$ cat src/rtl/trapv_pkg.sv
package trapv_pkg;

    typedef enum logic [2:0] {
        ST_RESET = 3'd0,
        ST_RUN   = 3'd1,
        ST_EXC   = 3'd2,
        ST_BRK   = 3'd3,
        ST_TRAP  = 3'd4
    } trapv_state_e;

    typedef enum logic [1:0] {
        EV_NONE = 2'd0,
        EV_EXC  = 2'd1,
        EV_BRK  = 2'd2,
        EV_TRAP = 2'd3
    } trapv_evt_e;

endpackage

$ cat src/rtl/trapv_arbiter.sv
module trapv_arbiter
    import trapv_pkg::*;
#(
    parameter int BRK_SRCS = 2
) (
    input  logic                exc_req,
    input  logic                msr_ee,
    input  logic [BRK_SRCS-1:0] brk_srcs,
    input  logic                msr_bip,
    input  logic                trap_req,
    output trapv_evt_e          evt
);

    logic exc_ok;
    logic brk_any;
    logic brk_ok;

    // Any break source counts; break-in-progress masks them all.
    assign brk_any = |brk_srcs;
    assign exc_ok  = exc_req && msr_ee;
    assign brk_ok  = brk_any && !msr_bip;

    // Fixed priority among allowed requests; reset is handled in the FSM.
    always_comb begin
        if (exc_ok) begin
            evt = EV_EXC;
        end else if (brk_ok) begin
            evt = EV_BRK;
        end else if (trap_req) begin
            evt = EV_TRAP;
        end else begin
            evt = EV_NONE;
        end
    end

endmodule

$ cat src/rtl/trapv_fsm.sv
module trapv_fsm
    import trapv_pkg::*;
(
    input  logic         clk,
    input  logic         rst,
    input  trapv_evt_e   evt,
    output trapv_state_e state
);

    trapv_state_e state_nxt;

    always_comb begin
        state_nxt = state;
        unique case (state)
            ST_RESET: state_nxt = ST_RUN;
            ST_RUN: begin
                unique case (evt)
                    EV_EXC:  state_nxt = ST_EXC;
                    EV_BRK:  state_nxt = ST_BRK;
                    EV_TRAP: state_nxt = ST_TRAP;
                    EV_NONE: state_nxt = ST_RUN;
                    default: state_nxt = ST_RUN;
                endcase
            end
            ST_EXC:  state_nxt = ST_RUN;
            ST_BRK:  state_nxt = ST_RUN;
            ST_TRAP: state_nxt = ST_RUN;
            default: state_nxt = ST_RESET;
        endcase
        // Reset takes precedence over every transition.
        if (rst) begin
            state_nxt = ST_RESET;
        end
    end

    always_ff @(posedge clk) begin
        state <= state_nxt;
    end

endmodule

$ cat src/rtl/trapv_capture.sv
module trapv_capture #(
    parameter int XLEN   = 32,
    parameter int REG_AW = 5,
    parameter int EC_W   = 5,
    parameter int ESS_W  = 7,
    parameter int FSR_W  = 5
) (
    input  logic              clk,
    input  logic              load,
    input  logic [XLEN-1:0]   pc_in,
    input  logic              ds_in,
    input  logic [XLEN-1:0]   btgt_in,
    input  logic [EC_W-1:0]   ec_in,
    input  logic [ESS_W-1:0]  ess_in,
    input  logic [XLEN-1:0]   ear_in,
    input  logic [FSR_W-1:0]  fsr_in,
    input  logic [REG_AW-1:0] link_in,
    input  logic [XLEN-1:0]   msr_in,
    output logic [XLEN-1:0]   pc_q,
    output logic              ds_q,
    output logic [XLEN-1:0]   btgt_q,
    output logic [EC_W-1:0]   ec_q,
    output logic [ESS_W-1:0]  ess_q,
    output logic [XLEN-1:0]   ear_q,
    output logic [FSR_W-1:0]  fsr_q,
    output logic [REG_AW-1:0] link_q,
    output logic [XLEN-1:0]   msr_q
);

    // Payload follows the inputs while running and freezes while vectoring.
    always_ff @(posedge clk) begin
        if (load) begin
            pc_q   <= pc_in;
            ds_q   <= ds_in;
            btgt_q <= btgt_in;
            ec_q   <= ec_in;
            ess_q  <= ess_in;
            ear_q  <= ear_in;
            fsr_q  <= fsr_in;
            link_q <= link_in;
            msr_q  <= msr_in;
        end
    end

endmodule

$ cat src/rtl/trapv_writer.sv
module trapv_writer
    import trapv_pkg::*;
#(
    parameter int              XLEN       = 32,
    parameter int              REG_AW     = 5,
    parameter int              EC_W       = 5,
    parameter int              ESS_W      = 7,
    parameter int              FSR_W      = 5,
    parameter int              EE_BIT     = 8,
    parameter int              EIP_BIT    = 9,
    parameter int              BIP_BIT    = 3,
    parameter int              EXC_LINK   = 17,
    parameter int              BRK_LINK   = 16,
    parameter logic [XLEN-1:0] RESET_MSR  = '0,
    parameter logic [XLEN-1:0] VEC_RESET  = 'h00,
    parameter logic [XLEN-1:0] VEC_TRAP   = 'h08,
    parameter logic [XLEN-1:0] VEC_BRK    = 'h18,
    parameter logic [XLEN-1:0] VEC_EXC    = 'h20,
    parameter logic [XLEN-1:0] INSN_BYTES = 'h4,
    localparam int             ESR_W      = EC_W + ESS_W + 1
) (
    input  trapv_state_e      state,
    input  logic [XLEN-1:0]   pc_q,
    input  logic              ds_q,
    input  logic [XLEN-1:0]   btgt_q,
    input  logic [EC_W-1:0]   ec_q,
    input  logic [ESS_W-1:0]  ess_q,
    input  logic [XLEN-1:0]   ear_q,
    input  logic [FSR_W-1:0]  fsr_q,
    input  logic [REG_AW-1:0] link_q,
    input  logic [XLEN-1:0]   msr_q,
    output logic              redirect_valid,
    output logic [XLEN-1:0]   redirect_pc,
    output logic              gpr_we,
    output logic [REG_AW-1:0] gpr_addr,
    output logic [XLEN-1:0]   gpr_data,
    output logic              msr_we,
    output logic [XLEN-1:0]   msr_data,
    output logic              esr_we,
    output logic [ESR_W-1:0]  esr_data,
    output logic              ear_we,
    output logic [XLEN-1:0]   ear_data,
    output logic              btr_we,
    output logic [XLEN-1:0]   btr_data,
    output logic              fsr_we,
    output logic [FSR_W-1:0]  fsr_data
);

    logic [XLEN-1:0] msr_exc;
    logic [XLEN-1:0] msr_brk;

    always_comb begin
        msr_exc          = msr_q;
        msr_exc[EE_BIT]  = 1'b0;
        msr_exc[EIP_BIT] = 1'b1;
        msr_brk          = msr_q;
        msr_brk[BIP_BIT] = 1'b1;
    end

    always_comb begin
        redirect_valid = 1'b0;
        redirect_pc    = '0;
        gpr_we         = 1'b0;
        gpr_addr       = '0;
        gpr_data       = '0;
        msr_we         = 1'b0;
        msr_data       = '0;
        esr_we         = 1'b0;
        esr_data       = '0;
        ear_we         = 1'b0;
        ear_data       = '0;
        btr_we         = 1'b0;
        btr_data       = '0;
        fsr_we         = 1'b0;
        fsr_data       = '0;
        unique case (state)
            ST_RESET: begin
                redirect_valid = 1'b1;
                redirect_pc    = VEC_RESET;
                msr_we         = 1'b1;
                msr_data       = RESET_MSR;
                esr_we         = 1'b1;
                ear_we         = 1'b1;
                fsr_we         = 1'b1;
            end
            ST_RUN: begin
                redirect_valid = 1'b0;
            end
            ST_EXC: begin
                redirect_valid = 1'b1;
                redirect_pc    = VEC_EXC;
                msr_we         = 1'b1;
                msr_data       = msr_exc;
                esr_we         = 1'b1;
                esr_data       = {ds_q, ess_q, ec_q};
                ear_we         = 1'b1;
                ear_data       = ear_q;
                fsr_we         = 1'b1;
                fsr_data       = fsr_q;
                if (ds_q) begin
                    // Return address is meaningless; keep the branch target instead.
                    btr_we   = 1'b1;
                    btr_data = btgt_q;
                end else begin
                    gpr_we   = 1'b1;
                    gpr_addr = REG_AW'(EXC_LINK);
                    gpr_data = pc_q + INSN_BYTES;
                end
            end
            ST_BRK: begin
                redirect_valid = 1'b1;
                redirect_pc    = VEC_BRK;
                gpr_we         = 1'b1;
                gpr_addr       = REG_AW'(BRK_LINK);
                gpr_data       = pc_q;
                msr_we         = 1'b1;
                msr_data       = msr_brk;
            end
            ST_TRAP: begin
                redirect_valid = 1'b1;
                redirect_pc    = VEC_TRAP;
                gpr_we         = 1'b1;
                gpr_addr       = link_q;
                gpr_data       = pc_q;
            end
            default: begin
                redirect_valid = 1'b0;
            end
        endcase
    end

endmodule

$ cat src/rtl/trap_vector_ctl.sv
module trap_vector_ctl
    import trapv_pkg::*;
#(
    parameter int              XLEN       = 32,
    parameter int              REG_AW     = 5,
    parameter int              EC_W       = 5,
    parameter int              ESS_W      = 7,
    parameter int              FSR_W      = 5,
    parameter int              EE_BIT     = 8,
    parameter int              EIP_BIT    = 9,
    parameter int              BIP_BIT    = 3,
    parameter int              EXC_LINK   = 17,
    parameter int              BRK_LINK   = 16,
    parameter logic [XLEN-1:0] RESET_MSR  = 'h100,
    parameter logic [XLEN-1:0] VEC_RESET  = 'h00,
    parameter logic [XLEN-1:0] VEC_TRAP   = 'h08,
    parameter logic [XLEN-1:0] VEC_BRK    = 'h18,
    parameter logic [XLEN-1:0] VEC_EXC    = 'h20,
    parameter logic [XLEN-1:0] INSN_BYTES = 'h4
) (
    input  logic                     clk,
    input  logic                     rst,
    input  logic                     exc_req,
    input  logic [EC_W-1:0]          exc_cause,
    input  logic [ESS_W-1:0]         exc_detail,
    input  logic [XLEN-1:0]          exc_addr,
    input  logic [FSR_W-1:0]         exc_fsr,
    input  logic                     brk_hw,
    input  logic                     brk_sw,
    input  logic                     trap_req,
    input  logic [REG_AW-1:0]        trap_link,
    input  logic [XLEN-1:0]          pc_cur,
    input  logic                     in_delay_slot,
    input  logic [XLEN-1:0]          branch_target,
    input  logic [XLEN-1:0]          msr_cur,
    output logic                     redirect_valid,
    output logic [XLEN-1:0]          redirect_pc,
    output logic                     gpr_we,
    output logic [REG_AW-1:0]        gpr_addr,
    output logic [XLEN-1:0]          gpr_data,
    output logic                     msr_we,
    output logic [XLEN-1:0]          msr_data,
    output logic                     esr_we,
    output logic [EC_W+ESS_W:0]      esr_data,
    output logic                     ear_we,
    output logic [XLEN-1:0]          ear_data,
    output logic                     btr_we,
    output logic [XLEN-1:0]          btr_data,
    output logic                     fsr_we,
    output logic [FSR_W-1:0]         fsr_data
);

    localparam int BRK_SRCS = 2;

    trapv_state_e      state;
    trapv_evt_e        evt;
    logic              in_run;

    logic [XLEN-1:0]   pc_q;
    logic              ds_q;
    logic [XLEN-1:0]   btgt_q;
    logic [EC_W-1:0]   ec_q;
    logic [ESS_W-1:0]  ess_q;
    logic [XLEN-1:0]   ear_q;
    logic [FSR_W-1:0]  fsr_q;
    logic [REG_AW-1:0] link_q;
    logic [XLEN-1:0]   msr_q;

    assign in_run = (state == ST_RUN);

    trapv_arbiter #(
        .BRK_SRCS (BRK_SRCS)
    ) u_arb (
        .exc_req  (exc_req),
        .msr_ee   (msr_cur[EE_BIT]),
        .brk_srcs ({brk_sw, brk_hw}),
        .msr_bip  (msr_cur[BIP_BIT]),
        .trap_req (trap_req),
        .evt      (evt)
    );

    trapv_fsm u_fsm (
        .clk   (clk),
        .rst   (rst),
        .evt   (evt),
        .state (state)
    );

    trapv_capture #(
        .XLEN   (XLEN),
        .REG_AW (REG_AW),
        .EC_W   (EC_W),
        .ESS_W  (ESS_W),
        .FSR_W  (FSR_W)
    ) u_cap (
        .clk     (clk),
        .load    (in_run),
        .pc_in   (pc_cur),
        .ds_in   (in_delay_slot),
        .btgt_in (branch_target),
        .ec_in   (exc_cause),
        .ess_in  (exc_detail),
        .ear_in  (exc_addr),
        .fsr_in  (exc_fsr),
        .link_in (trap_link),
        .msr_in  (msr_cur),
        .pc_q    (pc_q),
        .ds_q    (ds_q),
        .btgt_q  (btgt_q),
        .ec_q    (ec_q),
        .ess_q   (ess_q),
        .ear_q   (ear_q),
        .fsr_q   (fsr_q),
        .link_q  (link_q),
        .msr_q   (msr_q)
    );

    trapv_writer #(
        .XLEN       (XLEN),
        .REG_AW     (REG_AW),
        .EC_W       (EC_W),
        .ESS_W      (ESS_W),
        .FSR_W      (FSR_W),
        .EE_BIT     (EE_BIT),
        .EIP_BIT    (EIP_BIT),
        .BIP_BIT    (BIP_BIT),
        .EXC_LINK   (EXC_LINK),
        .BRK_LINK   (BRK_LINK),
        .RESET_MSR  (RESET_MSR),
        .VEC_RESET  (VEC_RESET),
        .VEC_TRAP   (VEC_TRAP),
        .VEC_BRK    (VEC_BRK),
        .VEC_EXC    (VEC_EXC),
        .INSN_BYTES (INSN_BYTES)
    ) u_wr (
        .state          (state),
        .pc_q           (pc_q),
        .ds_q           (ds_q),
        .btgt_q         (btgt_q),
        .ec_q           (ec_q),
        .ess_q          (ess_q),
        .ear_q          (ear_q),
        .fsr_q          (fsr_q),
        .link_q         (link_q),
        .msr_q          (msr_q),
        .redirect_valid (redirect_valid),
        .redirect_pc    (redirect_pc),
        .gpr_we         (gpr_we),
        .gpr_addr       (gpr_addr),
        .gpr_data       (gpr_data),
        .msr_we         (msr_we),
        .msr_data       (msr_data),
        .esr_we         (esr_we),
        .esr_data       (esr_data),
        .ear_we         (ear_we),
        .ear_data       (ear_data),
        .btr_we         (btr_we),
        .btr_data       (btr_data),
        .fsr_we         (fsr_we),
        .fsr_data       (fsr_data)
    );

endmodule

$ cat config.mk
export PLATFORM = sky130hd
export DESIGN_NAME = trap_vector_ctl
export DESIGN_NICKNAME = d
export VERILOG_FILES = /design/src/rtl/trapv_pkg.sv /design/src/rtl/trapv_arbiter.sv /design/src/rtl/trapv_fsm.sv /design/src/rtl/trapv_capture.sv /design/src/rtl/trapv_writer.sv /design/src/rtl/trap_vector_ctl.sv
export SDC_FILE = /design/constraint.sdc
export NUM_CORES = 1
export LEC_CHECK = 0
export ABC_AREA = 1
export BUFFER_PORTS_ARGS = -buffer_cell sky130_fd_sc_hd__buf_2
export CAP_MARGIN = 10
export CORE_AREA = 2 2 159 122
export DETAILED_ROUTE_END_ITERATION = 7
export DIE_AREA = 0 0 161 124
export MAX_ROUTING_LAYER = met4
export PLACE_DENSITY = 0.74
export SLEW_MARGIN = 20
export SYNTH_ARGS = -nofsm -noshare
export SYNTH_HDL_FRONTEND = slang
export SYNTH_SLANG_ARGS = --single-unit
$ cat constraint.sdc
create_clock -name clk -period 13.6 [get_ports clk]
set_input_delay 1.36 -clock clk [delete_from_list [all_inputs] [get_ports clk]]
set_output_delay 1.36 -clock clk [all_outputs]
set_load 0.01 [all_outputs]
==> impl_metrics.env, run 1 <==
export IMPL_cts_max_level=4
export IMPL_die_w_um=161
export IMPL_finalSetupTns_ns=0
export IMPL_whs_ns=0.695
export IMPL_synthesis_area_sq_um=7220
export IMPL_hold_viol=0
export IMPL_track_usage=0.200
export IMPL_cp_end_kind="primary output"
export IMPL_cts_tree="built"
export IMPL_cp_slowest_cell="inv_2"
export IMPL_critPathLaunchType="flop"
export IMPL_cts_clk_slew_worst_paths_ns=0.07
export IMPL_r2r_slack_ns=11.29
export IMPL_drv_slew=0
export IMPL_crit_chain="inv_2, nand2_4, nor2_2, nand2_1, inv_2, o21ai_0, o21ai_0, buf_2"
export IMPL_final_cell_mix="buf_2, nor2_1, nand2_1"
export IMPL_clk_path_buf_depth=2
export IMPL_drt_iter0_drc=477
export IMPL_relSlewSlack=0.300
export IMPL_num_vias=6014
export IMPL_area_growth_pct=32.3
export IMPL_cts_buffers=17
export IMPL_hold_buffers=0
export IMPL_grt_pass1_vias=5591
export IMPL_synth_cells=759
export IMPL_grt_first_pass_wirelength_um=29300
export IMPL_core_area_sq_um=18300
export IMPL_drcViolationCount=0
export IMPL_drt_first_pass_iters=5
export IMPL_hold_class="reg -> reg"
export IMPL_ant_nets=0
export IMPL_vias_per_cell=4.49
export IMPL_antenna_found_initial=6
export IMPL_cts_resized=0
export IMPL_layout_commonest_cell="buf_2"
export IMPL_power_leakage_uw=0.00486
export IMPL_fin_nets=1233
export IMPL_hold_start="u_fsm.state[2]"
export IMPL_routedWlPerCell_um=14.7
export IMPL_fp_dieH_um=124
export IMPL_ys_ff_latch=154
export IMPL_row_count=43
export IMPL_crit_fanout=33
export IMPL_drt_total_wl_um=19700
export IMPL_fin_crit_ns=3.95
export IMPL_cp_top_family="simple AND/OR/NAND/NOR gates"
export IMPL_cts_root_buf="clkbuf_16"
export IMPL_cts_setup_buffers=0
export IMPL_ir_worst_vdd_uv=93.5
export IMPL_yosysSeqAreaShare=0.636
export IMPL_power_density_nw_per_um2=128
export IMPL_clkLatencyLatePin_ns=0.42
export IMPL_ys_warn_count=0
export IMPL_fillers=1728
export IMPL_gp_congestion=0.970
export IMPL_numClockSinks=154
export IMPL_max_freq_mhz=253
export IMPL_fin_util=0.522
export IMPL_reg2reg_to="u_cap.btgt_q[27]"
export IMPL_rr_startpoint="u_fsm.state[0]"
export IMPL_r2r_cells=4
export IMPL_synthDistinctLibCells=32
export IMPL_start_util=0.395
export IMPL_hold_path_endpoint="u_fsm.state[0]"
export IMPL_avgSynthCellArea_sq_um=9.51
export IMPL_tightest_slew_ns=1.05
export IMPL_critPathArrivalTime_ns=2.59
export IMPL_layout_drive_gt1_share=0.343
export IMPL_overflow=0
export IMPL_rsz0062_at_grt="no"
export IMPL_dpl_hpwl_um=14900
export IMPL_worstHoldPathCells=3
export IMPL_pin_count=347
export IMPL_die_area_sq_um=20000
export IMPL_fin_skew_ns=0.0104
export IMPL_finalCritPeriodShare=0.290
export IMPL_worst_path_largest_cell_delay_ns=0.45
export IMPL_outcome="finished clean"
export IMPL_finalSetupViolCount=0
export IMPL_crit_buf_inv=3
export IMPL_path_class="reg -> out"
export IMPL_maxCapViolations=0
export IMPL_grt_max_degree=85
export IMPL_crit_required_ns=12.24
export IMPL_portBuffers=317
power by group:
part           switching [uW]  leakage, uW  internal (uW)
Combinational            84.6      0.00309           44.6
Sequential               19.7      0.00147            573
Clock                     208     0.000305            297
state kept, by name (all words and copies together), names as in the netlist:
name / cells
u_cap.btgt_q: 32
u_cap.ds_q: 1
u_cap.ear_q: 32
u_cap.ec_q: 5
u_cap.ess_q: 7
u_cap.fsr_q: 5
u_cap.link_q: 5
u_cap.msr_q: 32
u_cap.pc_q: 32
u_fsm.state: 3
per-layer routing:
layer / global-route usage / part of all wire / up-vias
met4: 0.0658 / 0.015 / 0
li1: - / - / 2962
met3: 0.0676 / 0.10 / 20
met2: 0.332 / 0.49 / 282
met1: 0.231 / 0.39 / 2750
met5: - / 0 / -
worst max path at each step:
stage | from | end | cells after the start
6_report | u_fsm.state[2] | gpr_data[15] | 8
5_1_grt | u_fsm.state[2] | gpr_data[14] | 8
4_1_cts | u_cap.ds_q | gpr_data[21] | 6
3_5_place_dp | u_cap.ds_q | gpr_data[21] | 6
3_3_place_gp | u_cap.ds_q | gpr_data[3] | 5
2_1_floorplan | u_fsm.state[0] | u_cap.btgt_q[0] | 2
layout make-up:
type,instances,area (sq um),area share
Clock inverter,14,200,0.0210
Multi-Input combinational cell,445,1870,0.196
Inverter,134,503,0.0526
Tap cell,247,309,0.0323
Antenna cell,6,15.0,0.00157
Sequential cell,154,4590,0.481
Timing Repair Buffer,322,1630,0.171
Clock buffer,18,429,0.0449
per-stage QoR:
stage	std cells	worst slack [ns]	total power [uW]	instance area (sq um)
after floorplan	787	2.03	692	7320
after global placement	1301	9.87	729	8890
after detailed placement	1301	9.82	732	8890
after CTS	1333	9.34	1240	9520
after global routing	1340	9.34	1280	9550
final	1340	9.65	1230	9550
cells in the mapped netlist, drive strengths merged:
library cell / n / area, sq um
a21oi: 11 / 55.1
a22o: 1 / 8.76
and2: 2 / 12.5
buf: 46 / 330
clkbuf: 8 / 30.0
conb: 1 / 3.75
dfxtp: 3 / 60.1
edfxtp: 151 / 4530
ha: 2 / 25.0
inv: 134 / 503
nand2: 158 / 606
nand3: 30 / 155
nand3b: 1 / 7.51
nand4: 2 / 12.5
nor2: 175 / 692
nor3: 2 / 10.0
nor3b: 1 / 7.51
o211ai: 1 / 7.51
o21ai: 26 / 130
o21bai: 1 / 7.51
o22ai: 1 / 6.26
o32ai: 1 / 8.76
or2: 1 / 6.26
logic make-up (layout without fill, tap and decap cells):
kind of cell / Yosys count / count (layout) / share of synthesized area
simple gates: 372 / 372 / 0.209
compound gates: 42 / 42 / 0.0310
fa+ha+maj: 2 / 2 / 0.00347
buf+inv: 188 / 488 / 0.120
other cells: 1 / 35 / 0.000519
flops: 154 / 154 / 0.636
tightest hold or removal path: cells and delay by family (launching register included):
family,cells,cell delay (ns)
flops,1,0.42
buf+inv,1,0.09
compound gates,1,0.06
simple gates,1,0.08
Power figures use the tool's default switching activity.
==> inputs of run 2 (changes only) <==
Settings changed: ABC_AREA 1 to 0, CORE_AREA 2 2 159 122 to 2 2 154 118, DIE_AREA 0 0 161 124 to 0 0 156 120, PLACE_DENSITY 0.74 to 0.78.
Clock period 13.6 ns to 3.3 ns, I/O delays scaled along.
==> run 2 against run 1 <==
Critical path depth decreased by 3; critical endpoint is now gpr_data[31]; final cell count decreased by 21%; global-route usage is 1.0 points lower; flip-flop and latch count stayed put; clock power grew to 3.7 times the previous value; largest power group unchanged; die area decreased by 6.2%; non-clock buffer count increased by 6.
==> impl_metrics.env, run 2 <==
export IMPL_numClockSinks=154
export IMPL_pwr_share_comb=0.099
export IMPL_synth_edf_count=151
export IMPL_ys_top_cells_by_area="edfxtp_1, and2_1, buf_4"
export IMPL_final_area_sq_um=9080
export IMPL_final_cell_mix="buf_2, edfxtp_1, and2_1"
export IMPL_start_util=0.391
export IMPL_drv_slew=0
export IMPL_vias_per_cell=4.90
export IMPL_outcome="finished clean"
export IMPL_crit_cells=5
export IMPL_area_growth_pct=34.3
export IMPL_power_leakage_uw=0.00423
export IMPL_die_w_um=156
export IMPL_rr_startpoint="u_fsm.state[0]"
export IMPL_gp_congestion=0.871
export IMPL_critPathLaunch="u_fsm.state[1]"
export IMPL_fin_skew_ns=0.00804
export IMPL_cts_max_level=4
export IMPL_drt_first_pass_iters=5
export IMPL_cts_buffers=17
export IMPL_seq_power_share=0.506
export IMPL_die_area_sq_um=18700
export IMPL_layout_drive_gt1_share=0.444
export IMPL_tightest_slew_ns=0.779
export IMPL_crit_fanout=17
export IMPL_maxCapViolations=0
export IMPL_cp_slowest_cell="or3_1"
export IMPL_cts_clk_slew_worst_paths_ns=0.07
export IMPL_cts_root_buf="clkbuf_16"
export IMPL_yosysMostFrequentCell="edfxtp_1"
export IMPL_synthArstFlopShare=0
export IMPL_drt_iter0_drc=483
export IMPL_endpoint="gpr_data[31]"
export IMPL_yosysSeqAreaShare=0.679
export IMPL_layout_commonest_cell="buf_2"
export IMPL_yosysTopAreaCellShare=0.670
export IMPL_fin_util=0.525
export IMPL_grt_max_degree=84
export IMPL_core_area_sq_um=17300
export IMPL_r2r_slack_ns=1.36
export IMPL_switchingPower_uw=1220
export IMPL_sw_frac_of_total=0.256
export IMPL_cts_tree="built"
export IMPL_place_area_sq_um=8500
export IMPL_synth_cells=517
export IMPL_timing_final_ws_setup_ns=0.258
export IMPL_fin_crit_ns=3.04
export IMPL_r2r_cells=5
export IMPL_ys_ff_latch=154
export IMPL_grt_first_pass_wirelength_um=26100
export IMPL_top_layer="met4"
export IMPL_yosys_top_cells_count="edfxtp_1, and2_1, and3_1"
export IMPL_track_usage=0.190
export IMPL_rsz0062_at_grt="no"
export IMPL_worst_path_largest_cell_delay_ns=0.66
export IMPL_cp_end_kind="primary output"
export IMPL_power_density_nw_per_um2=525
export IMPL_cp_top_family="simple AND/OR/NAND/NOR gates"
export IMPL_path_class="reg -> out"
export IMPL_dpl_hpwl_um=12900
export IMPL_dpl_cell_count=1030
export IMPL_drt_total_wl_um=17400
export IMPL_ant_nets=0
export IMPL_synthesis_area_sq_um=6760
export IMPL_antenna_found_initial=1
export IMPL_clock_power_share=0.394
export IMPL_p_int_uw=3550
export IMPL_fp_dieH_um=120
export IMPL_drt_met1_wl_um=6360
export IMPL_finalCritPeriodShare=0.922
export IMPL_synth_ff_type="edfxtp_1"
export IMPL_synthDistinctLibCells=48
export IMPL_fin_nets=988
export IMPL_portBuffers=317
export IMPL_hold_viol=0
export IMPL_finalSetupViolCount=0
export IMPL_overflow=0
export IMPL_crit_buf_inv=1
export IMPL_row_count=42
export IMPL_synth_top_area_cell="edfxtp_1"
export IMPL_hold_buffers=0
export IMPL_drcViolationCount=0
export IMPL_num_vias=5211
export IMPL_dr_wl_met2_um=9000
export IMPL_reg2reg_to="u_fsm.state[1]"
export IMPL_finalSetupTns_ns=0
export IMPL_ir_worst_vdd_uv=458
export IMPL_fillers=1506
export IMPL_ys_warn_count=0
export IMPL_pin_count=347
export IMPL_clkLatencyLatePin_ns=0.42
export IMPL_critPathLaunchType="flop"
export IMPL_met3_length_um=1810
export IMPL_layoutNonFillerInstCount=1063
export IMPL_hold_class="in -> reg"
export IMPL_grt_pass1_vias=5015
export IMPL_relSlewSlack=0.480
export IMPL_crit_chain="nand2b_1, or3_1, or4_1, nand3_1, buf_2"
export IMPL_routedWlPerCell_um=16.4
export IMPL_avgSynthCellArea_sq_um=13.1
export IMPL_max_freq_mhz=329
export IMPL_crit_required_ns=2.97
export IMPL_clk_path_buf_depth=2
export IMPL_critPathArrivalTime_ns=2.71
export IMPL_pre_cts_ws_ns=0.478
-- run 2: worst min-delay path by stage --
stage,startpoint,endpoint,slack (ns),cells past startpoint
2_1_floorplan,rst,u_fsm.state[0],0.40,1
3_3_place_gp,branch_target[30],u_cap.btgt_q[30],0.51,1
3_5_place_dp,branch_target[3],u_cap.btgt_q[3],0.51,1
4_1_cts,branch_target[23],u_cap.btgt_q[23],0.06,1
5_1_grt,branch_target[23],u_cap.btgt_q[23],0.05,1
6_report,branch_target[23],u_cap.btgt_q[23],0.08,1
-- run 2: worst reg2reg max path, stage by stage (launching register included) --
cell and delay (ns):
dfxtp_1 0.33, buf_4 0.21, nor3b_4 0.69, buf_12 0.35, nor2b_1 0.19, and2_1 0.13
-- run 2: what timing repair did --
item,4_1_cts,5_1_grt
endpoints found under the setup margin,0,7
resized for setup,0,1
buffers inserted,0,0
-- run 2: area by class of cell --
cell class,instances,area [sq um],area share
flip-flops and latches,154,4590,0.506
clock buffers,17,425,0.0468
clock inverters,15,148,0.0163
repair buffers,328,1710,0.188
inverters,5,18.8,0.00207
well taps,220,275,0.0303
multi-input cells,323,1910,0.210
diodes,1,2.50,0.000276
-- run 2: per-stage QoR --
step	total power, uW	hold slack (ns)
final	4770	0.0815
after global routing	4970	0.0494
after CTS	4820	0.0581
after detailed placement	2930	0.508
after global placement	2920	0.506
after floorplan	2720	0.402
-- run 2: kinds of logic after synthesis --
| family | Yosys count | synth area share |
|---|---|---|
| other | 1 | 0.000554 |
| AOI/OAI and AO/OA | 70 | 0.0610 |
| buffers and inverters | 68 | 0.0570 |
| and+or+nand+nor | 219 | 0.194 |
| xor gates and xnor gates | 1 | 0.00130 |
| adders and majority gates | 2 | 0.00370 |
| muxes | 2 | 0.00296 |
| DFF | 154 | 0.679 |
-- run 2: power groups by stage --
stage	Sequential [uW]	Combinational (uW)	Clock (uW)
3_5_place_dp	2460	475	0
3_3_place_gp	2450	467	0
2_1_floorplan	2450	277	0
6_report	2410	472	1880
5_1_grt	2430	523	2010
4_1_cts	2410	478	1930
-- run 2: layer usage --
layer / track usage / up-vias
met2: 0.324 / 290
met5: - / -
met4: 0.0533 / 0
met1: 0.205 / 2430
met3: 0.0758 / 26
li1: - / 2465
